[src/rtl/sdspi_pkg.sv]
package sdspi_pkg;
  typedef enum logic [2:0] {
    ST_WAIT,
    ST_ARG,
    ST_NCR,
    ST_RESP,
    ST_HAND
  } st_e;

  localparam int RESP_BYTES = 5;
  localparam logic [7:0] BYTE_IDLE   = 8'hFF;
  localparam logic [7:0] TOK_SINGLE  = 8'hFE;
  localparam logic [7:0] TOK_MULTI   = 8'hFC;
  localparam logic [7:0] TOK_STOP    = 8'hFD;
  localparam logic [7:0] RESP_REJECT = 8'h04;
  localparam logic [7:0] RESP_IFCOND = 8'h01;
  localparam logic [5:0] CMD_STOP    = 6'd12;
endpackage

[src/rtl/sdspi_arg_shift.sv]
module sdspi_arg_shift #(
  parameter int ARG_BYTES = 4
) (
  input  logic                   clk,
  input  logic                   rst,
  input  logic                   shift_en,
  input  logic [7:0]             din,
  output logic [ARG_BYTES*8-1:0] arg
);
  localparam int ARG_W = ARG_BYTES * 8;

  always_ff @(posedge clk) begin
    if (rst) begin
      arg <= '0;
    end else if (shift_en) begin
      arg <= {arg[ARG_W-9:0], din};
    end
  end
endmodule

[src/rtl/sdspi_resp_fmt.sv]
module sdspi_resp_fmt
  import sdspi_pkg::*;
#(
  parameter int LEN_W = 3
) (
  input  logic [5:0]              cmd_idx,
  input  logic                    is_stop,
  input  logic                    card_ok,
  input  logic [31:0]             card_word,
  output logic [RESP_BYTES*8-1:0] bytes,
  output logic [LEN_W-1:0]        len,
  output logic                    r1b
);
  logic [7:0] lo, hi;

  // Status word translation from the card's native 32-bit status
  always_comb begin
    lo[0] = card_word[25];
    lo[1] = card_word[24] | card_word[15];
    lo[2] = card_word[19];
    lo[3] = card_word[20];
    lo[4] = card_word[21];
    lo[5] = card_word[26];
    lo[6] = card_word[27];
    lo[7] = card_word[31] | card_word[16];
    hi[0] = (card_word[12:9] < 4'd4);
    hi[1] = card_word[13];
    hi[2] = card_word[22];
    hi[3] = card_word[23];
    hi[4] = card_word[28];
    hi[5] = card_word[30];
    hi[6] = |lo;
    hi[7] = 1'b0;
  end

  always_comb begin
    bytes = '0;
    len   = LEN_W'(1);
    r1b   = 1'b0;
    if (is_stop) begin
      bytes[RESP_BYTES*8-1 -: 8] = card_ok ? BYTE_IDLE : 8'h00;
    end else if (!card_ok) begin
      bytes[RESP_BYTES*8-1 -: 8] = RESP_REJECT;
    end else if (cmd_idx == 6'd8 || cmd_idx == 6'd58) begin
      bytes = {RESP_IFCOND, card_word};
      len   = LEN_W'(RESP_BYTES);
    end else begin
      bytes[RESP_BYTES*8-1 -: 16] = {hi, lo};
      len = (cmd_idx == 6'd13) ? LEN_W'(2) : LEN_W'(1);
      r1b = (cmd_idx == 6'd28) || (cmd_idx == 6'd29) || (cmd_idx == 6'd38);
    end
  end
endmodule

[src/rtl/sdspi_cmd_front.sv]
module sdspi_cmd_front
  import sdspi_pkg::*;
#(
  parameter int ARG_BYTES = 4
) (
  input  logic                   clk,
  input  logic                   rst,
  input  logic                   cs_n,
  input  logic                   rx_valid,
  input  logic [7:0]             rx_byte,
  output logic                   tx_valid,
  output logic [7:0]             tx_byte,
  output logic                   req_valid,
  output logic [5:0]             req_cmd,
  output logic [ARG_BYTES*8-1:0] req_arg,
  input  logic                   card_ok,
  input  logic [31:0]            card_word,
  input  logic                   data_ready,
  output logic                   wr_start,
  output logic                   rd_start,
  input  logic                   eng_done
);
  localparam int ARG_W = ARG_BYTES * 8;
  localparam int CNT_W = $clog2(ARG_BYTES + 1);
  localparam int RSP_W = RESP_BYTES * 8;
  localparam int LEN_W = $clog2(RESP_BYTES + 1);

  st_e              st;
  logic [CNT_W-1:0] cnt;
  logic [5:0]       cmd_q;
  logic             stop_q, req_q, r1b_q;
  logic [LEN_W-1:0] rem;
  logic [RSP_W-1:0] buf_q;
  logic [ARG_W-1:0] arg;
  logic             take;

  logic [RSP_W-1:0] f_bytes, cur_bytes;
  logic [LEN_W-1:0] f_len, cur_rem;
  logic             f_r1b, cur_r1b;

  assign take = rx_valid && !cs_n;

  sdspi_arg_shift #(.ARG_BYTES(ARG_BYTES)) u_arg (
    .clk      (clk),
    .rst      (rst),
    .shift_en (take && st == ST_ARG && cnt != CNT_W'(ARG_BYTES)),
    .din      (rx_byte),
    .arg      (arg)
  );

  sdspi_resp_fmt #(.LEN_W(LEN_W)) u_fmt (
    .cmd_idx   (cmd_q),
    .is_stop   (stop_q),
    .card_ok   (card_ok),
    .card_word (card_word),
    .bytes     (f_bytes),
    .len       (f_len),
    .r1b       (f_r1b)
  );

  // The card answers in the request cycle; a byte taken in that same cycle uses it directly
  assign cur_bytes = req_q ? f_bytes : buf_q;
  assign cur_rem   = req_q ? f_len   : rem;
  assign cur_r1b   = req_q ? f_r1b   : r1b_q;

  assign req_valid = req_q;
  assign req_cmd   = stop_q ? CMD_STOP : cmd_q;
  assign req_arg   = stop_q ? '0 : arg;

  always_ff @(posedge clk) begin
    if (rst) begin
      st       <= ST_WAIT;
      cnt      <= '0;
      cmd_q    <= '0;
      stop_q   <= 1'b0;
      req_q    <= 1'b0;
      r1b_q    <= 1'b0;
      rem      <= '0;
      buf_q    <= '0;
      tx_valid <= 1'b0;
      tx_byte  <= BYTE_IDLE;
      wr_start <= 1'b0;
      rd_start <= 1'b0;
    end else begin
      req_q    <= 1'b0;
      wr_start <= 1'b0;
      rd_start <= 1'b0;
      tx_valid <= 1'b0;
      if (req_q) begin
        buf_q <= f_bytes;
        rem   <= f_len;
        r1b_q <= f_r1b;
      end
      if (cs_n) begin
        st  <= ST_WAIT;
        cnt <= '0;
        rem <= '0;
      end else begin
        unique case (st)
          ST_WAIT: if (rx_valid) begin
            tx_valid <= 1'b1;
            tx_byte  <= BYTE_IDLE;
            if (rx_byte == TOK_SINGLE || rx_byte == TOK_MULTI) begin
              wr_start <= 1'b1;
              st       <= ST_HAND;
            end else if (rx_byte == TOK_STOP) begin
              stop_q <= 1'b1;
              req_q  <= 1'b1;
              st     <= ST_RESP;
            end else if (rx_byte != BYTE_IDLE) begin
              cmd_q  <= rx_byte[5:0];
              stop_q <= 1'b0;
              cnt    <= '0;
              st     <= ST_ARG;
            end
          end
          ST_ARG: if (rx_valid) begin
            tx_valid <= 1'b1;
            tx_byte  <= BYTE_IDLE;
            if (cnt == CNT_W'(ARG_BYTES)) begin
              req_q <= 1'b1;
              cnt   <= '0;
              st    <= ST_NCR;
            end else begin
              cnt <= cnt + 1'b1;
            end
          end
          ST_NCR: if (rx_valid) begin
            tx_valid <= 1'b1;
            tx_byte  <= BYTE_IDLE;
            st       <= ST_RESP;
          end
          ST_RESP: if (rx_valid) begin
            tx_valid <= 1'b1;
            if (cur_rem != '0) begin
              tx_byte <= cur_bytes[RSP_W-1 -: 8];
              buf_q   <= cur_bytes << 8;
              rem     <= cur_rem - 1'b1;
            end else begin
              tx_byte <= BYTE_IDLE;
              if (cur_r1b) begin
                st <= ST_WAIT;
              end else if (data_ready) begin
                rd_start <= 1'b1;
                st       <= ST_HAND;
              end else begin
                st <= ST_WAIT;
              end
            end
          end
          ST_HAND: if (eng_done) st <= ST_WAIT;
          default: st <= ST_WAIT;
        endcase
      end
    end
  end
endmodule

[config.mk]
export PLATFORM = sky130hd
export DESIGN_NAME = sdspi_cmd_front
export DESIGN_NICKNAME = d
export VERILOG_FILES = /design/src/rtl/sdspi_pkg.sv /design/src/rtl/sdspi_arg_shift.sv /design/src/rtl/sdspi_resp_fmt.sv /design/src/rtl/sdspi_cmd_front.sv
export SDC_FILE = /design/constraint.sdc
export NUM_CORES = 1
export LEC_CHECK = 0
export ABC_AREA = 1
export BUFFER_PORTS_ARGS = -buffer_cell sky130_fd_sc_hd__buf_4
export CORE_MARGIN = 3
export CORE_UTILIZATION = 55
export DETAILED_ROUTE_END_ITERATION = 7
export PLACE_DENSITY_LB_ADDON = 0.1
export SYNTH_ARGS = -nofsm -noshare
export SYNTH_HDL_FRONTEND = slang
export SYNTH_SLANG_ARGS = --single-unit
[constraint.sdc]
create_clock -name clk -period 2.9 [get_ports clk]
set_input_delay 0.145 -clock clk [delete_from_list [all_inputs] [get_ports clk]]
set_output_delay 0.145 -clock clk [all_outputs]
set_load 0.01 [all_outputs]
==> results_dict.tcl <==
set metrics [dict create \
    reg2reg_depth 15 \
    synth_edf_count 0 \
    ios 97 \
    start_util 0.575 \
    cts_tree "done" \
    fill_cells 753 \
    layout-drive-gt1-share 0.192 \
    place_hpwl_um 8400 \
    yosysSeqAreaShare 0.420 \
    synth_warnings 0 \
    r2r_end "buf_q[8]" \
    fp.dieW_um 99.6 \
    dr.pass1.iters 5 \
    vdd_drop_max_uv 291 \
    synth_cell_types 36 \
    async_flop_share 0 \
    fin_setup_tns_ns 0 \
    globalRouteOverflowTotal 0 \
    arrival_ns 2.70 \
    numPortBuffers 96 \
    setup_viol 0 \
    grt_pass1_wl_um 19400 \
    finalHoldViolCount 0 \
    synthMostInstantiatedCell "nand2_1" \
    synth_top_area_share 0.420 \
    fin_crit_ns 2.46 \
    worstHoldPathCells 4 \
    rsz0062_at_grt "false" \
    grt_pass1_vias 4222 \
    slew_violations 0 \
    power_density_nw_per_um2 446 \
    path_class "reg -> reg" \
    critPathCaptureType "register" \
    cap_violations 0 \
    synth_area_leader_cell "dfxtp_1" \
    skew_ns 0.00909 \
    antenna_left 0 \
    antenna_found_initial 0 \
    cts_sinks 101 \
    place_ws_ns 0.506 \
    ys_dominant_reg_cell "dfxtp_1" \
    ys_ff_latch 101 \
    timing.fmax_ghz 0.406 \
    cts_buffer_depth 2 \
    drt_iter0_drc 207 \
    chipHeight_um 99.6 \
    post_drt_wl_per_cell_um 13.1 \
    drt_wl_total_um 11700 \
    drcViolationCount 0 \
    num_vias 4629 \
    tightestPinTransition_ns 0.621 \
    clk_latency_ns 0.36 \
    track_usage 0.239 \
    synthToLayoutAreaGrowth_pct 18.7 \
    h-tree-depth 3 \
    hp-class "in -> reg" \
    leakage_nw 2.71 \
    fin_nets 835 \
    synthesis.area_um2 4820 \
    vias_per_cell 5.18 \
    status "completed" \
    gp_congestion 0.908 \
    synth_fp_nets 751 \
    cts-root-buf "clkbuf_8" \
    synth_cells 699 \
    fin_crit_sh 0.849 \
    row_count 33 \
    die_area_um2 9920 \
    crit_fanout 22 \
    worstPathRequired_ns 3.14 \
    clk_pin_slew_ns 0.09 \
    postSynthAreaPerCell_um2 6.90 \
    setup_ws_ns 0.437 \
    r2r_slack_ns 0.44 \
    grt_max_degree 56 \
    worstReg2RegStart "cmd_q[0]" \
    antenna_cells 0 \
    worstHoldEndpoint "st[2]" \
    synthTopCellsByCount "nand2_1, dfxtp_1, inv_1" \
    core_area_um2 8380 \
    worst_setup_path_start_kind "register" \
    hold_path.startpoint "eng_done" \
    synth_area_leaders "dfxtp_1, nand2_1, inv_1, o21ai_0, nor2_1" \
    relSlewSlack 0.586 \
    numCtsBuffers 9 \
]
==> registers in the layout, summed over array words and instances (netlist names), 3 cells and up <==
name and cells:
rem 3, u_arg.arg 32, st 3, cmd_q 6, cnt 3, tx_byte 8
buf_q 40
==> cell type report <==
class,count,area (um2),area share
Clock buffer,11,141,0.0247
Multi-Input combinational cell,466,2210,0.387
Inverter,102,402,0.0702
Clock inverter,5,35.0,0.00613
Timing Repair Buffer,103,776,0.136
Sequential cell,101,2020,0.354
Tap cell,105,131,0.0230
==> logic make-up (layout without fill, tap and decap cells) <==
group | count (synthesis) | in the layout | synth area share
buffers and inverters | 132 | 221 | 0.121
adders and majority gates | 5 | 5 | 0.0130
and+or+nand+nor | 317 | 317 | 0.293
DFF | 101 | 101 | 0.420
AOI/OAI and AO/OA | 144 | 144 | 0.153
==> power by group <==
group	internal, mW	switching, mW	leakage, nW	total (mW)
registers	1.41	0.0163	0.817	1.43
clock network	0.338	0.483	0.0897	0.821
logic	0.121	0.180	1.80	0.300
==> critical path, cell delays in order (launching register included) <==
cell	delay, ns
dfxtp_1	0.40
inv_1	0.07
nor2_1	0.14
nand3_1	0.08
o21ai_0	0.19
o21ai_0	0.15
ha_1	0.25
ha_1	0.18
inv_1	0.11
nand2_4	0.11
nor2_4	0.16
inv_4	0.08
nand2_8	0.13
inv_4	0.13
nand2_1	0.08
o21ai_0	0.07
==> what timing repair did <==
item / CTS / global route
endpoints found under the hold margin: 3 / 0
gates resized for setup: 0 / 0
hold buffers: 1 / 0
setup buffers: 0 / 0
==> worst max path at each step <==
stage               from        end  slack, ns  depth (start not counted)
4_1_cts         cmd_q[0]   buf_q[8]       0.44                         15
3_5_place_dp    cmd_q[0]   buf_q[8]       0.51                         15
2_1_floorplan     stop_q  buf_q[28]       0.62                         16
3_3_place_gp    cmd_q[0]   buf_q[9]       0.61                         15
6_report        cmd_q[0]   buf_q[8]       0.44                         15
5_1_grt        req_valid   buf_q[9]       0.22                         16
==> stage by stage <==
| stage | cell area, um2 | power (mW) | util | instances | hold slack [ns] |
|---|---|---|---|---|---|
| global route | 5720 | 2.67 | 0.682 | 893 | 0.0612 |
| CTS | 5720 | 2.57 | 0.682 | 893 | 0.0329 |
| floorplan | 4820 | 1.64 | - | 699 | 0.214 |
| global placement | 5530 | 1.75 | 0.660 | 876 | 0.368 |
| finish | 5720 | 2.55 | 0.682 | 893 | 0.0481 |
| detailed placement | 5530 | 1.76 | 0.660 | 876 | 0.375 |
==> routing by layer <==
metal	routed length, um	up-vias	GRT usage	share of wire
met2	5360	149	0.387	0.46
met5	0	-	0	0
met1	5370	2071	0.324	0.46
met3	799	18	0.0407	0.068
li1	-	2391	-	-
met4	172	0	0.0777	0.015
==> layout by cell type, fill, tap and decap left out, drive strengths merged <==
cell,synthesis,final
and3,1,1
a22oi,1,1
nand2,169,169
nand4,8,8
o21ai,87,87
clkbuf,8,11
inv,101,102
clkinvlp,0,1
a21oi,47,47
a211oi,1,1
nor3,7,7
buf,22,102
bufinv,1,1
nand3b,1,1
ha,5,5
dfxtp,101,101
nor2,85,85
dlygate4sd3,0,1
nor4,1,1
nand3,43,43
or2,2,2
clkinv,0,3
o22ai,5,5
a31oi,1,1
o211ai,2,2
Note: power is estimated with default switching activity, not from simulation.
